--- src/rtl/apm_pkg.sv ---
package apm_pkg;

   // lowest row index m that contributes to column c of an n x n array
   function automatic int col_lo(input int n, input int c);
      return (c > n - 1) ? c - (n - 1) : 0;
   endfunction

   // number of partial products that land in column c
   function automatic int col_terms(input int n, input int c);
      int hi;
      hi = (c < n - 1) ? c : n - 1;
      return hi - col_lo(n, c) + 1;
   endfunction

   // width of the compressor carry bundle passed between neighbouring columns
   function automatic int carry_width(input int n);
      return (n / 8 > 0) ? n / 8 : 1;
   endfunction

   // slots per column after recoding (also the number of rows fed to the merge)
   function automatic int slot_rows(input int n);
      return n + 2 * carry_width(n);
   endfunction

endpackage

--- src/rtl/apm_ppgen.sv ---
module apm_ppgen #(
   parameter int N = 8
) (
   input  logic [N-1:0]   a,
   input  logic [N-1:0]   b,
   output logic [N*N-1:0] pp
);
   // pp[m*N+n] = a[m] & b[n]
   for (genvar m = 0; m < N; m++) begin : g_row
      for (genvar n = 0; n < N; n++) begin : g_bit
         assign pp[m*N + n] = a[m] & b[n];
      end
   end
endmodule

--- src/rtl/apm_cmp42.sv ---
module apm_cmp42 (
   input  logic [3:0] x,
   output logic       sum,
   output logic       carry
);
   assign sum   = (x[0] ^ x[1]) | (x[2] ^ x[3]);
   assign carry = (x[0] & x[1]) | (x[2] & x[3]);
endmodule

--- src/rtl/apm_column.sv ---
module apm_column #(
   parameter int N         = 8,
   parameter int COL       = 0,
   parameter int MIN_TERMS = 4,
   parameter bit USE_CMP   = 1'b1
) (
   input  logic [apm_pkg::col_terms(N, COL)-1:0] terms,
   input  logic [apm_pkg::carry_width(N)-1:0]    cin,
   output logic [apm_pkg::slot_rows(N)-1:0]      slots,
   output logic [apm_pkg::carry_width(N)-1:0]    cout
);
   localparam int NT       = apm_pkg::col_terms(N, COL);
   localparam int CW       = apm_pkg::carry_width(N);
   localparam bit RECODE   = (NT >= MIN_TERMS);
   localparam int NPAIR    = NT / 2;
   localparam bit HAS_DIAG = (NT % 2) == 1;
   localparam int NCMP     = (RECODE && USE_CMP) ? NPAIR / 4 : 0;
   localparam int NREST    = NPAIR - 4 * NCMP;

   if (!RECODE) begin : g_exact
      always_comb begin
         slots          = '0;
         slots[NT-1:0]  = terms;
         slots[NT +: CW] = cin;
      end
      assign cout = '0;
   end else begin : g_recode
      logic [NPAIR-1:0] prop;
      logic [NPAIR-1:0] gen;
      logic [CW-1:0]    cs_sum;
      logic [CW-1:0]    cs_cy;

      // terms k and NT-1-k are the mirrored pair a[m]b[n] / a[n]b[m]
      for (genvar k = 0; k < NPAIR; k++) begin : g_pair
         assign prop[k] = terms[k] | terms[NT-1-k];
         assign gen[k]  = terms[k] & terms[NT-1-k];
      end

      for (genvar j = 0; j < CW; j++) begin : g_cmp
         if (j < NCMP) begin : g_on
            apm_cmp42 u_cmp (
               .x     (prop[4*j +: 4]),
               .sum   (cs_sum[j]),
               .carry (cs_cy[j])
            );
         end else begin : g_off
            assign cs_sum[j] = 1'b0;
            assign cs_cy[j]  = 1'b0;
         end
      end

      always_comb begin
         slots    = '0;
         slots[0] = |gen;
         for (int i = 0; i < NREST; i++) slots[1+i] = prop[4*NCMP + i];
         if (HAS_DIAG) slots[1+NREST] = terms[NPAIR];
         slots[2+NREST +: CW]      = cin;
         slots[2+NREST+CW +: CW]   = cs_sum;
      end
      assign cout = cs_cy;
   end
endmodule

--- src/rtl/apm_merge.sv ---
module apm_merge #(
   parameter int W    = 16,
   parameter int ROWS = 10
) (
   input  logic [ROWS-1:0][W-1:0] rows,
   output logic [W-1:0]           total
);
   logic [W-1:0] s_acc [ROWS-1];
   logic [W-1:0] c_acc [ROWS-1];

   assign s_acc[0] = rows[0];
   assign c_acc[0] = rows[1];

   // exact carry-save chain: one row of full adders per extra input row
   for (genvar i = 1; i < ROWS - 1; i++) begin : g_csa
      logic [W-1:0] r;
      logic [W-1:0] mj;
      assign r        = rows[i+1];
      assign s_acc[i] = s_acc[i-1] ^ c_acc[i-1] ^ r;
      assign mj       = (s_acc[i-1] & c_acc[i-1]) | (s_acc[i-1] & r) | (c_acc[i-1] & r);
      assign c_acc[i] = mj << 1;
   end

   // vector-merge addition of the final sum and carry rows
   assign total = s_acc[ROWS-2] + c_acc[ROWS-2];
endmodule

--- src/rtl/approx_pp_mult.sv ---
module approx_pp_mult #(
   parameter int OP_W      = 8,
   parameter int MIN_TERMS = 4,
   parameter bit USE_CMP   = 1'b1,
   parameter bit REG_OUT   = 1'b1
) (
   input  logic              clk,
   input  logic              rst,
   input  logic [OP_W-1:0]   a_in,
   input  logic [OP_W-1:0]   b_in,
   output logic [2*OP_W-1:0] prod
);
   localparam int PW   = 2 * OP_W;
   localparam int NCOL = PW - 1;
   localparam int CW   = apm_pkg::carry_width(OP_W);
   localparam int ROWS = apm_pkg::slot_rows(OP_W);

   if (OP_W < 4) begin : g_bad_width
      $error("approx_pp_mult: OP_W must be at least 4");
   end
   if (MIN_TERMS < 2) begin : g_bad_terms
      $error("approx_pp_mult: MIN_TERMS must be at least 2");
   end

   logic [OP_W*OP_W-1:0]    pp;
   logic [CW-1:0]           col_cy [PW];
   logic [ROWS-1:0]         col_slots [NCOL];
   logic [ROWS-1:0][PW-1:0] rows;
   logic [PW-1:0]           sum_w;

   apm_ppgen #(.N(OP_W)) u_ppgen (
      .a  (a_in),
      .b  (b_in),
      .pp (pp)
   );

   assign col_cy[0] = '0;

   for (genvar c = 0; c < NCOL; c++) begin : g_col
      localparam int NT = apm_pkg::col_terms(OP_W, c);
      localparam int LO = apm_pkg::col_lo(OP_W, c);
      logic [NT-1:0] t;
      for (genvar k = 0; k < NT; k++) begin : g_term
         assign t[k] = pp[(LO + k) * OP_W + (c - LO - k)];
      end
      apm_column #(
         .N         (OP_W),
         .COL       (c),
         .MIN_TERMS (MIN_TERMS),
         .USE_CMP   (USE_CMP)
      ) u_col (
         .terms (t),
         .cin   (col_cy[c]),
         .slots (col_slots[c]),
         .cout  (col_cy[c+1])
      );
   end

   // transpose column slots into rows for the exact reduction
   always_comb begin
      rows = '0;
      for (int r = 0; r < ROWS; r++) begin
         for (int c = 0; c < NCOL; c++) rows[r][c] = col_slots[c][r];
      end
      for (int r = 0; r < CW; r++) rows[r][PW-1] = col_cy[PW-1][r];
   end

   apm_merge #(.W(PW), .ROWS(ROWS)) u_merge (
      .rows  (rows),
      .total (sum_w)
   );

   if (REG_OUT) begin : g_reg
      always_ff @(posedge clk) begin
         if (rst) prod <= '0;
         else     prod <= sum_w;
      end

      logic [PW-1:0] exact_w;
      assign exact_w = PW'(a_in) * PW'(b_in);


      rst_clear_chk: assert property (@(posedge clk) rst |=> prod == '0);

      zero_operand_chk: assert property (@(posedge clk) disable iff (rst)
         (a_in == '0 || b_in == '0) |=> prod == '0);

      unit_operand_chk: assert property (@(posedge clk) disable iff (rst)
         (a_in == OP_W'(1)) |=> prod == PW'($past(b_in)));

      no_overshoot_chk: assert property (@(posedge clk) disable iff (rst)
         !rst |=> prod <= $past(exact_w));
   end else begin : g_comb
      assign prod = sum_w;
   end
endmodule

--- config.mk ---
export PLATFORM = sky130hd
export DESIGN_NAME = approx_pp_mult
export DESIGN_NICKNAME = d
export VERILOG_FILES = /design/src/rtl/apm_pkg.sv /design/src/rtl/apm_ppgen.sv /design/src/rtl/apm_cmp42.sv /design/src/rtl/apm_column.sv /design/src/rtl/apm_merge.sv /design/src/rtl/approx_pp_mult.sv
export SDC_FILE = /design/constraint.sdc
export NUM_CORES = 1
export LEC_CHECK = 0
export CAP_MARGIN = 10
export CORE_AREA = 4 4 82 122
export DETAILED_ROUTE_END_ITERATION = 7
export DIE_AREA = 0 0 86 126
export DONT_BUFFER_PORTS = 1
export PLACE_DENSITY = 0.79
export SYNTH_ARGS = -nofsm -noshare
export SYNTH_HDL_FRONTEND = slang
export SYNTH_HIERARCHICAL = 1
export SYNTH_SLANG_ARGS = --single-unit
export TNS_END_PERCENT = 5
--- constraint.sdc ---
create_clock -name clk -period 13 [get_ports clk]
set_input_delay 2.6 -clock clk [delete_from_list [all_inputs] [get_ports clk]]
set_output_delay 2.6 -clock clk [all_outputs]
set_load 0.02 [all_outputs]
== Word level (Yosys, flattened, before mapping) ==
Index checks and enable logic that the tools add are counted.
Cells by class
  bitwise operators: 154
  add/subtract/negate cells: 1
  reductions and logical operators: 9
Operator list (number)
  $xor A16 B16 Y16: 7
  $and A15 B15 Y15: 7
  $or A15 B15 Y15: 7
  $and A1 B1 Y1: 90
  $and A15 B9 Y15: 4
  $xor A16 B9 Y16: 2
  $and A15 B11 Y15: 2
  $or A1 B1 Y1: 26
  $add A16 B16 Y16: 1
  $xor A16 B11 Y16: 1
  $and A15 B13 Y15: 1
  $and A15 B14 Y15: 1
  $or A15 B14 Y15: 1
  $xor A15 B13 Y15: 1
  $xor A15 B14 Y15: 1
  $and A14 B13 Y14: 1
  $reduce_or A3 Y1: 4
  $reduce_or A2 Y1: 4
  $reduce_or A4 Y1: 1
  $xor A1 B1 Y1: 2
Word-level totals
  register bits: 16
  word-level logic and storage cells: 165
  output and inout port bits: 16
  bits of input ports: 18

== Depth between registers and ports, before layout ==
Gate-level depths: netlist (run 1).
  word-level depth: 20
  depth in mapped cells: 22
  depth with buffers taken out: 21

== Cells and area by module ==
Netlist (run 1), hierarchy kept.
Modules (own cells, without submodules)
  apm_merge: seq. area each 0.0 um^2, area an instance 3428.3 um^2, cells each 297, times used 1
  apm_column at g_col[0].u_col ...: seq. area each 0.0 um^2, area an instance 86.3 um^2, cells each 12, times used 6
  approx_pp_mult: seq. area each 320.3 um^2, area an instance 467.9 um^2, cells each 34, times used 1
  apm_ppgen: seq. area each 0.0 um^2, area an instance 400.4 um^2, cells each 64, times used 1
  apm_column at g_col[5].u_col ...: seq. area each 0.0 um^2, area an instance 88.8 um^2, cells each 13, times used 4
  apm_column at g_col[10].u_col ...: seq. area each 0.0 um^2, area an instance 85.1 um^2, cells each 12, times used 4
  apm_column at g_col[7].u_col: seq. area each 0.0 um^2, area an instance 115.1 um^2, cells each 17, times used 1
  apm_cmp42: seq. area each 0.0 um^2, area an instance 37.5 um^2, cells each 4, times used 1

== Least setup slack after synthesis (run 1) ==
Ideal clock, no wire load.
  path kind: input to register
  start point: input port a_in[2]
  end point: register prod[15]
  cell stages on the path: 21
  path buffers: 0
  arrival: 8131 ps
  required time: 12884 ps
  slack: 4753 ps
  library setup time: 116 ps
  path through: and2_1 a222oi_1 inv_1 fa_1 fa_1 fa_1 fa_1 fa_1 fa_1 inv_1 fa_1 fa_1 inv_1 ha_1 a21o_1 nand3_1 nand2_1 a31oi_1 o21ai_1 xnor2_1 and2b_2
RTL lines
  from (decl): RTL line approx_pp_mult.sv:9  | input logic [OP_W-1:0] a_in,
  to (signal assigned): RTL line approx_pp_mult.sv:76  | else prod <= sum_w;
  to (decl): RTL line approx_pp_mult.sv:11  | output logic [2*OP_W-1:0] prod

==> flow_summary.json, run 1 <==
{
  "outcome": "completed",
  "cts_buffers": 3,
  "required_ps": 13130,
  "hold_buffers": 0,
  "antenna_found_initial": 0,
  "dp.cells": 659,
  "dieArea_um2": 10840,
  "use_met1_pct": 14.14,
  "grt_max_degree": 17,
  "syn_area_um2": 5663,
  "root_buffer": "clkbuf_16",
  "max_freq_mhz": 121.4,
  "cts_buffer_depth": 2,
  "hold_depth": 1,
  "avgRoutedWirePerCell_um": 10.93,
  "yosysSeqAreaShare_pct": 5.656,
  "final_max_slew_viol_count": 0,
  "reg.largest.list": "prod x16",
  "setup_viol": 0,
  "grt.met2_usage_pct": 31.80,
  "grtUsageTotal_pct": 14.78,
  "met3_usage_pct": 1.830,
  "grt_busiest_layer": "met2",
  "worst_setup_path_start_kind": "input pin",
  "nNetsFinal": 709,
  "drtPass1Iterations": 5,
  "final_common_cell": "fa_1",
  "fp-row-count": 42,
  "drv_cap": 0,
  "dp_hpwl_mm": 6.706,
  "ant_nets": 0,
  "clk_pin_slew_worst_paths_ps": 50,
  "cp-end-kind": "flip-flop",
  "layout-drive-gt1-share_pct": 5.967,
  "synthToLayoutAreaGrowth_pct": -7.667,
  "cts_tree": "built",
  "drt_iter0_drc": 120,
  "overflow": 0,
  "start_util_pct": 63.76,
  "routed_wirelength_mm": 7.244,
  "critical_path.top_delay_family": "adder cells",
  "diodes": 0,
  "place_congestion": 0.8339,
  "core_um2": 8881,
  "num_vias": 3030,
  "hold_viol": 0,
  "numPortBuffers": 0,
  "fillers": 779,
  "synth-edff-count": 0,
  "place_area_um2": 5140,
  "final_cell_mix": "fa_1, conb_1, inv_1, and2_1, ha_1",
  "synthFlopType": "dfxtp_1",
  "largest_register_ff_count": 16,
  "h-tree-depth": 1,
  "post-place-ws_ps": 4505,
  "design_area_um2": 5229,
  "slowest_delay_ps": 560,
  "drc": 0,
  "synthCells": 588,
  "synthArstFlopShare_pct": 0,
  "die_height_um": 126,
  "top_register": "prod",
  "final_cells": 663,
  "synth_warnings": 6,
  "cp_max_fo": 8,
  "hp-start": "rst",
  "synth_cell_types": 37,
  "path_cells": "and2_1, a222oi_1, inv_1, fa_1, fa_1, fa_1, fa_1, fa_1, fa_1, inv_1, fa_1, fa_1, inv_1, ha_1, a21o_1, nand3_1, nand2_1, a31oi_1, o21ai_1, xnor2_1, and2b_2",
  "synth_area_per_cell_um2": 9.631,
  "ys_ff_latch": 16,
  "fin_tns_setup_ps": 0,
  "fin_crit_sh_pct": 63.34,
  "holdPathEnd": "prod[8]",
  "fin_ws_ps": 4765,
  "vias_per_cell": 4.570,
  "postCtsResizedCells": 0,
  "rsz0062_at_grt": "false",
  "cp.buffers_inverters": 3,
  "first_global_vias": 3392,
  "fp.dieW_um": 86,
  "cp.arrival_ps": 8370,
  "path_common_cell": "fa_1",
  "crit_type": "in -> reg",
  "grt_first_pass_wirelength_mm": 13.28,
  "fin_crit_ps": 8235,
  "post_cts_buffers": 0,
  "cp_slowest_cell": "fa_1",
  "ios": 34,
  "hold_path_class": "in -> reg",
  "cts_sinks": 16
}
==> layer usage <==
| layer | part of all wire (%) | wire length (um) | up-vias |
|---|---|---|---|
| met5 | 0 | 0 | - |
| met4 | 1.4 | 102 | 0 |
| met3 | 1.8 | 132 | 14 |
| met2 | 66 | 4817 | 32 |
| met1 | 30 | 2191 | 1549 |
| li1 | - | - | 1435 |
==> synth_stat cells, types with 2 or more instances <==
cell type	count	area [um^2]
conb_1	16	60.06
and2b_2	6	52.55
or2_1	14	87.58
dfxtp_1	16	320.3
ha_1	23	287.8
a222oi_1	4	40.04
xnor2_1	21	183.9
nand2_1	9	33.78
inv_1	91	341.6
and2_1	64	400.4
nor2b_1	4	25.02
nor2_1	3	11.26
fa_1	114	2282
and4_1	2	17.52
a21oi_1	8	40.04
a21o_1	6	45.04
o21ai_0	2	10.01
a22oi_1	2	15.01
nor2b_2	7	61.31
xor2_1	10	87.58
a22o_1	4	35.03
or2_2	13	81.33
buf_4	135	1013
==> logic make-up (layout without fill, tap and decap cells) <==
group,Yosys count,after routing,share of synthesized area (%)
buf+inv,227,95,24.13
compound gates,34,34,4.706
fa+ha+maj,137,137,45.38
other cells,16,113,1.061
simple gates,126,126,14.10
flops,16,16,5.656
mux,1,1,0.1768
xor+xnor,31,31,4.795
==> cell type report <==
type	count	area [um^2]	share of cell area (%)
multi-input cells	442	4340	83.01
well taps	110	137.6	2.632
flip-flops and latches	16	320.3	6.126
inverters	91	341.6	6.533
clock buffers	4	88.84	1.699
==> how the worst max path moves through the flow <==
stage | from | end | slack, ps | depth (start not counted)
after global routing | a_in[2] | prod[15] | 4480 | 21
after global placement | a_in[2] | prod[15] | 4550 | 21
final | a_in[2] | prod[15] | 4770 | 21
after detailed placement | a_in[2] | prod[15] | 4510 | 21
after CTS | a_in[2] | prod[15] | 4750 | 21
after floorplan | a_in[2] | prod[15] | 4750 | 21
==> through the flow <==
| stage | hold WS, ps | util [%] |
|---|---|---|
| detailed placement | 2669 | 57.88 |
| finish | 2419 | 58.88 |
| global route | 2411 | 58.88 |
| global placement | 2669 | 57.88 |
| floorplan | 2808 | - |
| CTS | 2413 | 58.88 |
Power of run 1 is left out: the tool's default activity adds up to more than one toggle a clock period on the data nets, which glitch-free logic cannot reach.
==> run 2, diff against run 1 <==
==> constraint.sdc (replaced) <==
create_clock -name clk -period 8.2 [get_ports clk]
set_input_delay 1.64 -clock clk [delete_from_list [all_inputs] [get_ports clk]]
set_output_delay 1.64 -clock clk [all_outputs]
set_load 0.02 [all_outputs]
==> flow_summary.json, run 2 (same netlist as run 1, synthesis figures left out) <==
{
  "outcome": "completed",
  "post-place-ws_ps": 658.8,
  "cts_sinks": 16,
  "utilization_pct": 58.88,
  "fin_ws_ps": 925.6,
  "root_buffer": "clkbuf_16",
  "reg.largest.list": "prod x16",
  "numPortBuffers": 0,
  "grtUsageTotal_pct": 14.90,
  "hold_viol": 0,
  "drt_iter0_drc": 126,
  "cts_buffers": 3,
  "cp_max_fo": 8,
  "overflow": 0,
  "hold_path_class": "in -> reg",
  "antenna_found_initial": 0,
  "drv_cap": 0,
  "fin_crit_sh_pct": 88.71,
  "worst_setup_path_start_kind": "input pin",
  "critical_path.top_delay_family": "adder cells",
  "largest_register_ff_count": 16,
  "h-tree-depth": 1,
  "vias_per_cell": 4.569,
  "final_max_slew_viol_count": 0,
  "fin_tns_setup_ps": 0,
  "layout-drive-gt1-share_pct": 5.967,
  "cts_buffer_depth": 2,
  "final_cell_mix": "fa_1, conb_1, inv_1, and2_1, ha_1",
  "drtPass1Iterations": 4,
  "nNetsFinal": 709,
  "setup_viol": 0,
  "top_register": "prod",
  "ant_nets": 0,
  "grt_first_pass_wirelength_mm": 13.40,
  "synthToLayoutAreaGrowth_pct": -7.667,
  "cp.arrival_ps": 7410,
  "cp-end-kind": "flip-flop",
  "place_congestion": 0.8339,
  "max_freq_mhz": 137.5,
  "holdWs_ps": 1460,
  "final_common_cell": "fa_1",
  "fp.dieW_um": 86,
  "postCtsResizedCells": 0,
  "path_cells": "and2_1, a222oi_1, inv_1, fa_1, fa_1, fa_1, fa_1, fa_1, fa_1, inv_1, fa_1, fa_1, inv_1, ha_1, a21o_1, nand3_1, nand2_1, a31oi_1, o21ai_1, xnor2_1, and2b_2",
  "routed_wirelength_mm": 7.164,
  "cp_slowest_cell": "fa_1",
  "crit_type": "in -> reg",
  "dieArea_um2": 10840,
  "rsz0062_at_grt": "false",
  "fin_crit_ps": 7274,
  "die_height_um": 126,
  "ios": 34,
  "required_ps": 8330,
  "slowest_delay_ps": 560,
  "avgRoutedWirePerCell_um": 10.81,
  "grt_max_degree": 17,
  "start_util_pct": 63.76,
  "first_global_vias": 3405,
  "dp_hpwl_mm": 6.683,
  "fp-row-count": 42,
  "num_vias": 3029,
  "hold_buffers": 0,
  "clk_pin_slew_worst_paths_ps": 50,
  "diodes": 0,
  "cp.buffers_inverters": 3,
  "post_cts_buffers": 0,
  "cts_tree": "built",
  "drc": 0,
  "core_um2": 8881,
  "path_common_cell": "fa_1"
}
==> run 2: cell counts in the layout (fill, tap and decap cells not counted) <==
Identical to the previous run, type by type.
==> run 2: metrics by stage <==
stage,cell area (um^2),instances
after floorplan,6027,685
after global routing,5229,663
after global placement,5140,659
after CTS,5229,663
final,5229,663
after detailed placement,5140,659
==> run 2: cell type report <==
type	count	area, um^2
clock buffer	4	88.84
fill	781	3652
inverter	91	341.6
multi-input combinational	442	4340
sequential	16	320.3
tap	110	137.6
==> run 2: final timing paths <==
path                  startpoint       end  slack, ps  depth (start not counted)
worst min-delay path         rst   prod[8]       1460                          1
worst max-delay path     a_in[2]  prod[15]        930                         21
==> run 2: metal layers <==
| layer | track usage [%] | vias up | wire (um) |
|---|---|---|---|
| li1 | - | 1435 | - |
| met1 | 14.52 | 1556 | 2146 |
| met2 | 32.03 | 32 | 4831 |
| met3 | 1.634 | 6 | 130 |
| met4 | 2.423 | 0 | 55 |
| met5 | 0 | - | 0 |
Power of run 2 is left out for the same reason.
